`config.mk`:
```
export PLATFORM = sky130hd
export DESIGN_NAME = bxp_engine
export DESIGN_NICKNAME = d
export VERILOG_FILES = /design/src/rtl/bxp_pkg.sv /design/src/rtl/bxp_perm.sv /design/src/rtl/bxp_seq.sv /design/src/rtl/bxp_port.sv /design/src/rtl/bxp_engine.sv
export SDC_FILE = /design/constraint.sdc
export NUM_CORES = 1
export LEC_CHECK = 0
export CORE_MARGIN = 1.5
export CORE_UTILIZATION = 62
export CTS_CLUSTER_DIAMETER = 40
export DETAILED_ROUTE_END_ITERATION = 6
export HOLD_SLACK_MARGIN = 0.02
export PLACE_DENSITY_LB_ADDON = 0.08
export SLEW_MARGIN = 20
export SYNTH_ARGS = -nofsm -noshare
export SYNTH_HDL_FRONTEND = slang
export SYNTH_HIERARCHICAL = 1
export SYNTH_SLANG_ARGS = --single-unit
```
`constraint.sdc`:
```
create_clock -name clk -period 4.4 [get_ports clk]
set_input_delay 0.66 -clock clk [delete_from_list [all_inputs] [get_ports clk]]
set_output_delay 0.66 -clock clk [all_outputs]
set_load 0.01 [all_outputs]
```
`src/rtl/bxp_pkg.sv`:
```
package bxp_pkg;

    localparam int DIM        = 4;
    localparam int BYTE_W     = 8;
    localparam int WORD_W     = DIM * BYTE_W;
    localparam int WORD_BYTES = WORD_W / 8;
    localparam int LANES      = 2;

    typedef logic [WORD_W-1:0] word_t;

    typedef enum logic [2:0] {
        PH_IDLE,
        PH_LD01,
        PH_LD23,
        PH_CAP,
        PH_MRG,
        PH_PK01,
        PH_ST01,
        PH_ST23
    } phase_e;

    typedef enum logic [1:0] {
        PERM_MRG_HI,
        PERM_MRG_LO,
        PERM_PAK_HI,
        PERM_PAK_LO
    } perm_e;

    // Byte lanes are numbered from the most significant end.
    function automatic word_t permute(perm_e op, word_t a, word_t b);
        word_t y;
        y = '0;
        case (op)
            // Interleave the upper two bytes of each operand.
            PERM_MRG_HI: y = {a[4*BYTE_W-1 -: BYTE_W], b[4*BYTE_W-1 -: BYTE_W],
                              a[3*BYTE_W-1 -: BYTE_W], b[3*BYTE_W-1 -: BYTE_W]};
            // Interleave the lower two bytes of each operand.
            PERM_MRG_LO: y = {a[2*BYTE_W-1 -: BYTE_W], b[2*BYTE_W-1 -: BYTE_W],
                              a[BYTE_W-1 -: BYTE_W],   b[BYTE_W-1 -: BYTE_W]};
            // Join the upper halves.
            PERM_PAK_HI: y = {a[WORD_W-1 -: WORD_W/2], b[WORD_W-1 -: WORD_W/2]};
            // Join the lower halves.
            PERM_PAK_LO: y = {a[WORD_W/2-1:0], b[WORD_W/2-1:0]};
            default:     y = '0;
        endcase
        return y;
    endfunction

endpackage

```
`src/rtl/bxp_perm.sv`:
```
module bxp_perm
    import bxp_pkg::*;
#(
    parameter perm_e OP = PERM_MRG_HI
) (
    input  word_t a,
    input  word_t b,
    output word_t y
);

    assign y = permute(OP, a, b);

endmodule

```
`src/rtl/bxp_seq.sv`:
```
module bxp_seq
    import bxp_pkg::*;
(
    input  logic   clk,
    input  logic   rst_n,
    input  logic   start,
    output phase_e phase,
    output logic   accept,
    output logic   done
);

    typedef struct packed {
        phase_e phase;
        logic   done;
    } seq_t;

    seq_t s_d, s_q;

    always_comb begin
        s_d      = s_q;
        accept   = start && (s_q.phase == PH_IDLE);
        s_d.done = (s_q.phase == PH_ST23);
        case (s_q.phase)
            PH_IDLE: if (accept) s_d.phase = PH_LD01;
            PH_LD01: s_d.phase = PH_LD23;
            PH_LD23: s_d.phase = PH_CAP;
            PH_CAP:  s_d.phase = PH_MRG;
            PH_MRG:  s_d.phase = PH_PK01;
            PH_PK01: s_d.phase = PH_ST01;
            PH_ST01: s_d.phase = PH_ST23;
            PH_ST23: s_d.phase = PH_IDLE;
            default: s_d.phase = PH_IDLE;
        endcase
    end

    always_ff @(posedge clk or negedge rst_n) begin
        if (!rst_n) begin
            s_q <= '{phase: PH_IDLE, done: 1'b0};
        end else begin
            s_q <= s_d;
        end
    end

    assign phase = s_q.phase;
    assign done  = s_q.done;

endmodule

```
`src/rtl/bxp_port.sv`:
```
module bxp_port
    import bxp_pkg::*;
#(
    parameter int ADDR_W = 16
) (
    input  phase_e                        phase,
    input  logic [ADDR_W-1:0]             src,
    input  logic [ADDR_W-1:0]             dst,
    input  word_t [DIM-1:0]               outw,
    output logic [LANES-1:0]              mem_req,
    output logic [LANES-1:0]              mem_we,
    output logic [LANES-1:0][ADDR_W-1:0]  mem_addr,
    output word_t [LANES-1:0]             mem_wdata
);

    for (genvar l = 0; l < LANES; l++) begin : g_lane
        localparam logic [ADDR_W-1:0] OFS_LO = ADDR_W'(WORD_BYTES * l);
        localparam logic [ADDR_W-1:0] OFS_HI = ADDR_W'(WORD_BYTES * (LANES + l));

        logic              rq;
        logic              wr;
        logic [ADDR_W-1:0] ad;
        word_t             wd;

        always_comb begin
            rq = 1'b0;
            wr = 1'b0;
            ad = '0;
            wd = '0;
            case (phase)
                PH_LD01: begin rq = 1'b1; ad = src + OFS_LO; end
                PH_LD23: begin rq = 1'b1; ad = src + OFS_HI; end
                PH_ST01: begin rq = 1'b1; wr = 1'b1; ad = dst + OFS_LO; wd = outw[l]; end
                PH_ST23: begin rq = 1'b1; wr = 1'b1; ad = dst + OFS_HI; wd = outw[LANES+l]; end
                default: ;
            endcase
        end

        assign mem_req[l]   = rq;
        assign mem_we[l]    = wr;
        assign mem_addr[l]  = ad;
        assign mem_wdata[l] = wd;
    end

endmodule

```
`src/rtl/bxp_engine.sv`:
```
module bxp_engine
    import bxp_pkg::*;
#(
    parameter int ADDR_W = 16
) (
    input  logic                         clk,
    input  logic                         rst_n,
    input  logic                         start,
    input  logic [ADDR_W-1:0]            src_base,
    input  logic [ADDR_W-1:0]            dst_base,
    output logic [1:0]                   mem_req,
    output logic [1:0]                   mem_we,
    output logic [1:0][ADDR_W-1:0]       mem_addr,
    output logic [1:0][WORD_W-1:0]       mem_wdata,
    input  logic [1:0][WORD_W-1:0]       mem_rdata,
    output logic                         done
);

    typedef struct packed {
        logic [ADDR_W-1:0] src;
        logic [ADDR_W-1:0] dst;
        word_t [DIM-1:0]   w;   // loaded rows, kept for the whole run
        word_t [DIM-1:0]   t;   // merge results
        word_t [DIM-1:0]   o;   // column words
    } regs_t;

    regs_t  r_d, r_q;
    phase_e phase;
    logic   accept;
    word_t  t_calc [DIM];
    word_t  o_calc [DIM];

    bxp_seq u_seq (
        .clk    (clk),
        .rst_n  (rst_n),
        .start  (start),
        .phase  (phase),
        .accept (accept),
        .done   (done)
    );

    // Eight permutation units: four merges on row pairs, four packs on merge pairs.
    for (genvar g = 0; g < DIM; g++) begin : g_perm
        localparam int PAIR = g % 2;
        localparam int HALF = g / 2;

        bxp_perm #(.OP(perm_e'(g < 2 ? PERM_MRG_HI : PERM_MRG_LO))) u_merge (
            .a (r_q.w[2*PAIR]),
            .b (r_q.w[2*PAIR+1]),
            .y (t_calc[g])
        );

        bxp_perm #(.OP(perm_e'(PAIR == 0 ? PERM_PAK_HI : PERM_PAK_LO))) u_pack (
            .a (r_q.t[2*HALF]),
            .b (r_q.t[2*HALF+1]),
            .y (o_calc[g])
        );
    end

    always_comb begin
        r_d = r_q;
        if (accept) begin
            r_d.src = src_base;
            r_d.dst = dst_base;
        end
        case (phase)
            PH_LD23: begin
                r_d.w[0] = mem_rdata[0];
                r_d.w[1] = mem_rdata[1];
            end
            PH_CAP: begin
                r_d.w[2] = mem_rdata[0];
                r_d.w[3] = mem_rdata[1];
                r_d.t[0] = t_calc[0];
                r_d.t[2] = t_calc[2];
            end
            PH_MRG: begin
                r_d.t[1] = t_calc[1];
                r_d.t[3] = t_calc[3];
            end
            PH_PK01: begin
                r_d.o[0] = o_calc[0];
                r_d.o[1] = o_calc[1];
            end
            PH_ST01: begin
                r_d.o[2] = o_calc[2];
                r_d.o[3] = o_calc[3];
            end
            default: ;
        endcase
    end

    always_ff @(posedge clk or negedge rst_n) begin
        if (!rst_n) begin
            r_q <= '0;
        end else begin
            r_q <= r_d;
        end
    end

    bxp_port #(.ADDR_W(ADDR_W)) u_port (
        .phase     (phase),
        .src       (r_q.src),
        .dst       (r_q.dst),
        .outw      (r_q.o),
        .mem_req   (mem_req),
        .mem_we    (mem_we),
        .mem_addr  (mem_addr),
        .mem_wdata (mem_wdata)
    );

endmodule

```
[Word-level counts from Yosys, hierarchy flattened]
Index checks and enable logic that the tools add are counted.
Operators by class
  eq/ne operators: 8
  muxes and demuxes: 8
  add/sub/neg operators: 6
  reductions and logical operators: 4
Operator list (count)
  $pmux 16 s4: 2
  $pmux 32 s2: 2
  $add 16x4->16 const B: 4
  $add 16x3->16 const B: 2
  $pmux 3 s8: 1
  $eq 3x3->1 const B: 4
  $eq 3x2->1 const B: 2
  $reduce_or 4->1: 1
  $eq 3x1->1 const B: 1
  $logic_not 3->1: 1
  $mux 3: 1
  $mux 1: 2
  $ne 2x2->1 const B: 1
  $reduce_or 2->1: 1
  $logic_and 1x1->1: 1
Word-level totals
  word-level logic and storage cells: 42
  bits of input ports: 99
  flip-flop bits (word level): 420

[Depth between registers and ports, before layout]
  depth after elaboration: 4
  depth in mapped cells: 12
  depth with buffers taken out: 8

[Hierarchy]
Netlist, hierarchy kept.
By module, submodules not included
  bxp_engine: instances 1, cells each 883, seq. area each 10410.0 um^2, area an instance 15573.7 um^2
  bxp_port: instances 1, cells each 518, seq. area each 0.0 um^2, area an instance 3360.7 um^2
  bxp_perm: instances 8, cells each 32, seq. area each 0.0 um^2, area an instance 240.2 um^2
  bxp_seq: instances 1, cells each 11, seq. area each 100.1 um^2, area an instance 155.1 um^2

[Worst setup path before layout]
No wires, ideal clock.
  path type: register to output
  start: register u_seq.s_q (netlist bit u_seq/phase[0])
  end: output mem_addr[22] (netlist bit)
  arrival time: 2.475 ns
  cell stages (with the launch flop): 12
  slack: 1.265 ns
  data required time: 3.740 ns
  cells stage by stage: dfrtp_1 > nand3b_1 > buf_2 > buf_1 > nand2_1 > nand2_1 > ha_1 > clkbuf_1 > nand3_1 > xor2_1 > o22ai_1 > a31o_2
RTL lines
  start: declaration: line bxp_seq.sv:17  | seq_t s_d, s_q;
  start signal: assignment: line bxp_seq.sv:38  | s_q <= '{phase: PH_IDLE, done: 1'b0};
  end: declaration: line bxp_engine.sv:13  | output logic [1:0][ADDR_W-1:0] mem_addr,

==> impl_metrics.env <==
export IMPL_status="finished, final reports clean"
export IMPL_seqCellArea_sq_um=10500
export IMPL_maxCapViolCount=0
export IMPL_insertion_delay_ns=0.59
export IMPL_routabilityCongestion=0.912
export IMPL_yosys_warnings=6
export IMPL_drt_iter0_markers=682
export IMPL_powerDensity_nw_per_um2=845
export IMPL_whs_ns=0.0840
export IMPL_end_kind="output pin"
export IMPL_skew_ns=0.0157
export IMPL_fin_nets=1696
export IMPL_die_w_um=187
export IMPL_drtAntennaViolNets=0
export IMPL_hpwl_um=28400
export IMPL_coreArea_sq_um=33400
export IMPL_port_buffers=199
export IMPL_final_cell_area_sq_um=23200
export IMPL_ys_seq_area_share_pct=50.0
export IMPL_slew_violations=0
export IMPL_dr_pass1_iters=5
export IMPL_fillers=2348
export IMPL_wl_per_cell_um=21.6
export IMPL_syn_avg_cell_area_sq_um=12.6
export IMPL_synth_most_common_cell="dfrtp_1"
export IMPL_yosys_register_bits=420
export IMPL_r2r_cells=4
export IMPL_final_cells=2087
export IMPL_clk_pin_slew_ns=0.05
export IMPL_grt_usage_pct=26.3
export IMPL_cts_buffer_depth=3
export IMPL_grt_pass1_vias=12710
export IMPL_multi_input_area_sq_um=7840
export IMPL_relSlewSlack_pct=30.3
export IMPL_start_kind="flop"
export IMPL_finalSetupViolCount=0
export IMPL_cts_sinks=420
export IMPL_yosysUniqueCellTypes=75
export IMPL_routed_wl_um=45100
export IMPL_fin_tns_setup_ns=0
export IMPL_synth_top_area_share_pct=50.0
export IMPL_hold_class="in2async"
export IMPL_cts_root_buf="clkbuf_16"
export IMPL_synth_common_cells="dfrtp_1 (420), mux2_2 (419), buf_4 (272)"
export IMPL_async_reset_ff_share_pct=100
export IMPL_synth_main_ff_cell="dfrtp_1"
export IMPL_synth_edf_count=0
export IMPL_clock_fmax_mhz=236
export IMPL_place_ws_ns=0.610
export IMPL_area_growth_pct=10.5
export IMPL_cts_tree="yes"
export IMPL_cts_buffers=54
export IMPL_grt_pass1_wl_um=72600
export IMPL_gr_total_overflow=0
export IMPL_hold_viol_final=0
export IMPL_dieArea_sq_um=35000
export IMPL_tightest_slew_ns=1.05
export IMPL_final_layout_size_suffix_gt1_share_pct=34.9
export IMPL_num_rows=67
export IMPL_synth_fp_nets=1769
export IMPL_p_leak_nw=9.90
export IMPL_fin_crit_sh_pct=96.2
export IMPL_h_tree_depth=2
export IMPL_antenna_found_initial=1
export IMPL_layout_setup_ws_ns=0.166
export IMPL_postSynthCellCount=1668
export IMPL_detail_route_vias_per_cell=5.82
export IMPL_initial_core_util_pct=62.8
export IMPL_setup_worst_path_class="reg2out"
export IMPL_period_minus_slack_ns=4.23
export IMPL_place_area_sq_um=21300
export IMPL_critical_path_required_ns=3.74
export IMPL_via_count=12138
export IMPL_placed_cells=1986
export IMPL_grt_max_degree=129
export IMPL_dieHeight_um=187
export IMPL_ys_top_cells_by_area="dfrtp_1 (50%), mux2_2 (22%), buf_4 (9.7%)"
export IMPL_ir_worst_vdd_mv=0.554
export IMPL_rsz0062_at_grt="false"
export IMPL_yosysTopAreaCell="dfrtp_1"
export IMPL_cp_arrival_ns=3.57
export IMPL_ios=200
export IMPL_drc=0
export IMPL_synth_area_sq_um=21000
export IMPL_path_max_fanout=26
## layer usage
| metal | part of all wire (%) | GRT usage (%) |
|---|---|---|
| met1 | 44 | 35.9 |
| met2 | 48 | 42.7 |
| met3 | 5.9 | 5.27 |
| met4 | 2.3 | 8.41 |
| met5 | 0 | 0 |
## worst max-delay path, stage by stage (launching register included)
cell             delay, ns
dfrtp_4               0.60
nand3_4               0.12
buf_4                 0.38
mux2i_1               0.71
and2_1                0.27
xor2_1                0.16
a31o_1                0.19
clkdlybuf4s50_1       0.55
## registers in the layout, indices dropped and copies added, names as in the netlist
register / count
r_q: 416
u_seq/done: 1
u_seq/phase: 3
## cell type report
cell class,count,share of cell area (%)
flip-flops and latches,420,45.3
well taps,448,2.41
diodes,1,0.0108
multi-input cells,876,33.8
repair buffers,233,10.0
clock buffers,65,6.30
clock inverters,34,2.02
inverters,10,0.162
## cells in the final DEF (no fill, tap or decap), types with 5 or more instances in the layout
cell type          n
mux2i_1           77
clkinv_4           5
buf_4             28
clkbuf_16         56
and3_1             6
nor3_1            15
clkbuf_8           5
buf_12             5
nand4_1           15
and2_1             6
xnor2_1           10
inv_6              6
inv_1              8
a31oi_1            6
clkbuf_1           5
nor2_1            90
clkinv_2           8
xor2_1            18
clkdlybuf4s50_1  198
nand3_1           21
a21oi_1            9
o211ai_1           9
bufinv_16          9
o21ai_0           18
nand3b_1           6
dfrtp_1          417
nand2_1           49
mux2_2           419
o221ai_1           8
## stage by stage
stage	total power [mW]	util, %
after global routing	20.7	69.4
after floorplan	14.0	-
after detailed placement	15.0	63.6
after CTS	19.7	69.3
final	19.6	69.4
after global placement	14.8	63.6
## report_power, final
part / switching, mW / total (mW) / internal, mW
Combinational: 3.46 / 7.69 / 4.23
Clock: 1.73 / 4.65 / 2.92
Sequential: 1.40 / 7.29 / 5.88
## final timing paths
kind                                 from  slack (ns)            to
setup / recovery           u_seq/phase[0]        0.17  mem_addr[10]
hold / removal                      rst_n        0.08      r_q[390]
setup reg to reg           u_seq/phase[0]        1.59      r_q[152]
hold reg to reg                  r_q[202]        0.49      r_q[122]
max in group asynchronous           rst_n        3.17      r_q[107]
min in group clk                 r_q[202]        0.49      r_q[122]
## timing repair
| action | 4_1_cts | 5_1_grt |
|---|---|---|
| buffers inserted | 0 | 1 |
| hold buffers | 0 | 0 |
| pin swaps | 0 | 0 |
| setup endpoints to repair | 2 | 3 |
| resized for setup | 1 | 2 |
## logic make-up (layout without fill, tap and decap cells)
group / Yosys count / count (layout) / share of synthesized area, %
AO/OA/AOI/OAI: 104 / 104 / 3.70
flip-flops: 420 / 420 / 50.0
buffers and inverters: 372 / 342 / 12.8
XOR/XNOR: 28 / 28 / 1.17
other: 0 / 1 / 0
multiplexers: 502 / 502 / 26.6
AND/OR/NAND/NOR: 240 / 240 / 5.62
adder cells (fa/ha/maj): 2 / 2 / 0.119
Power figures use the tool's default switching activity.
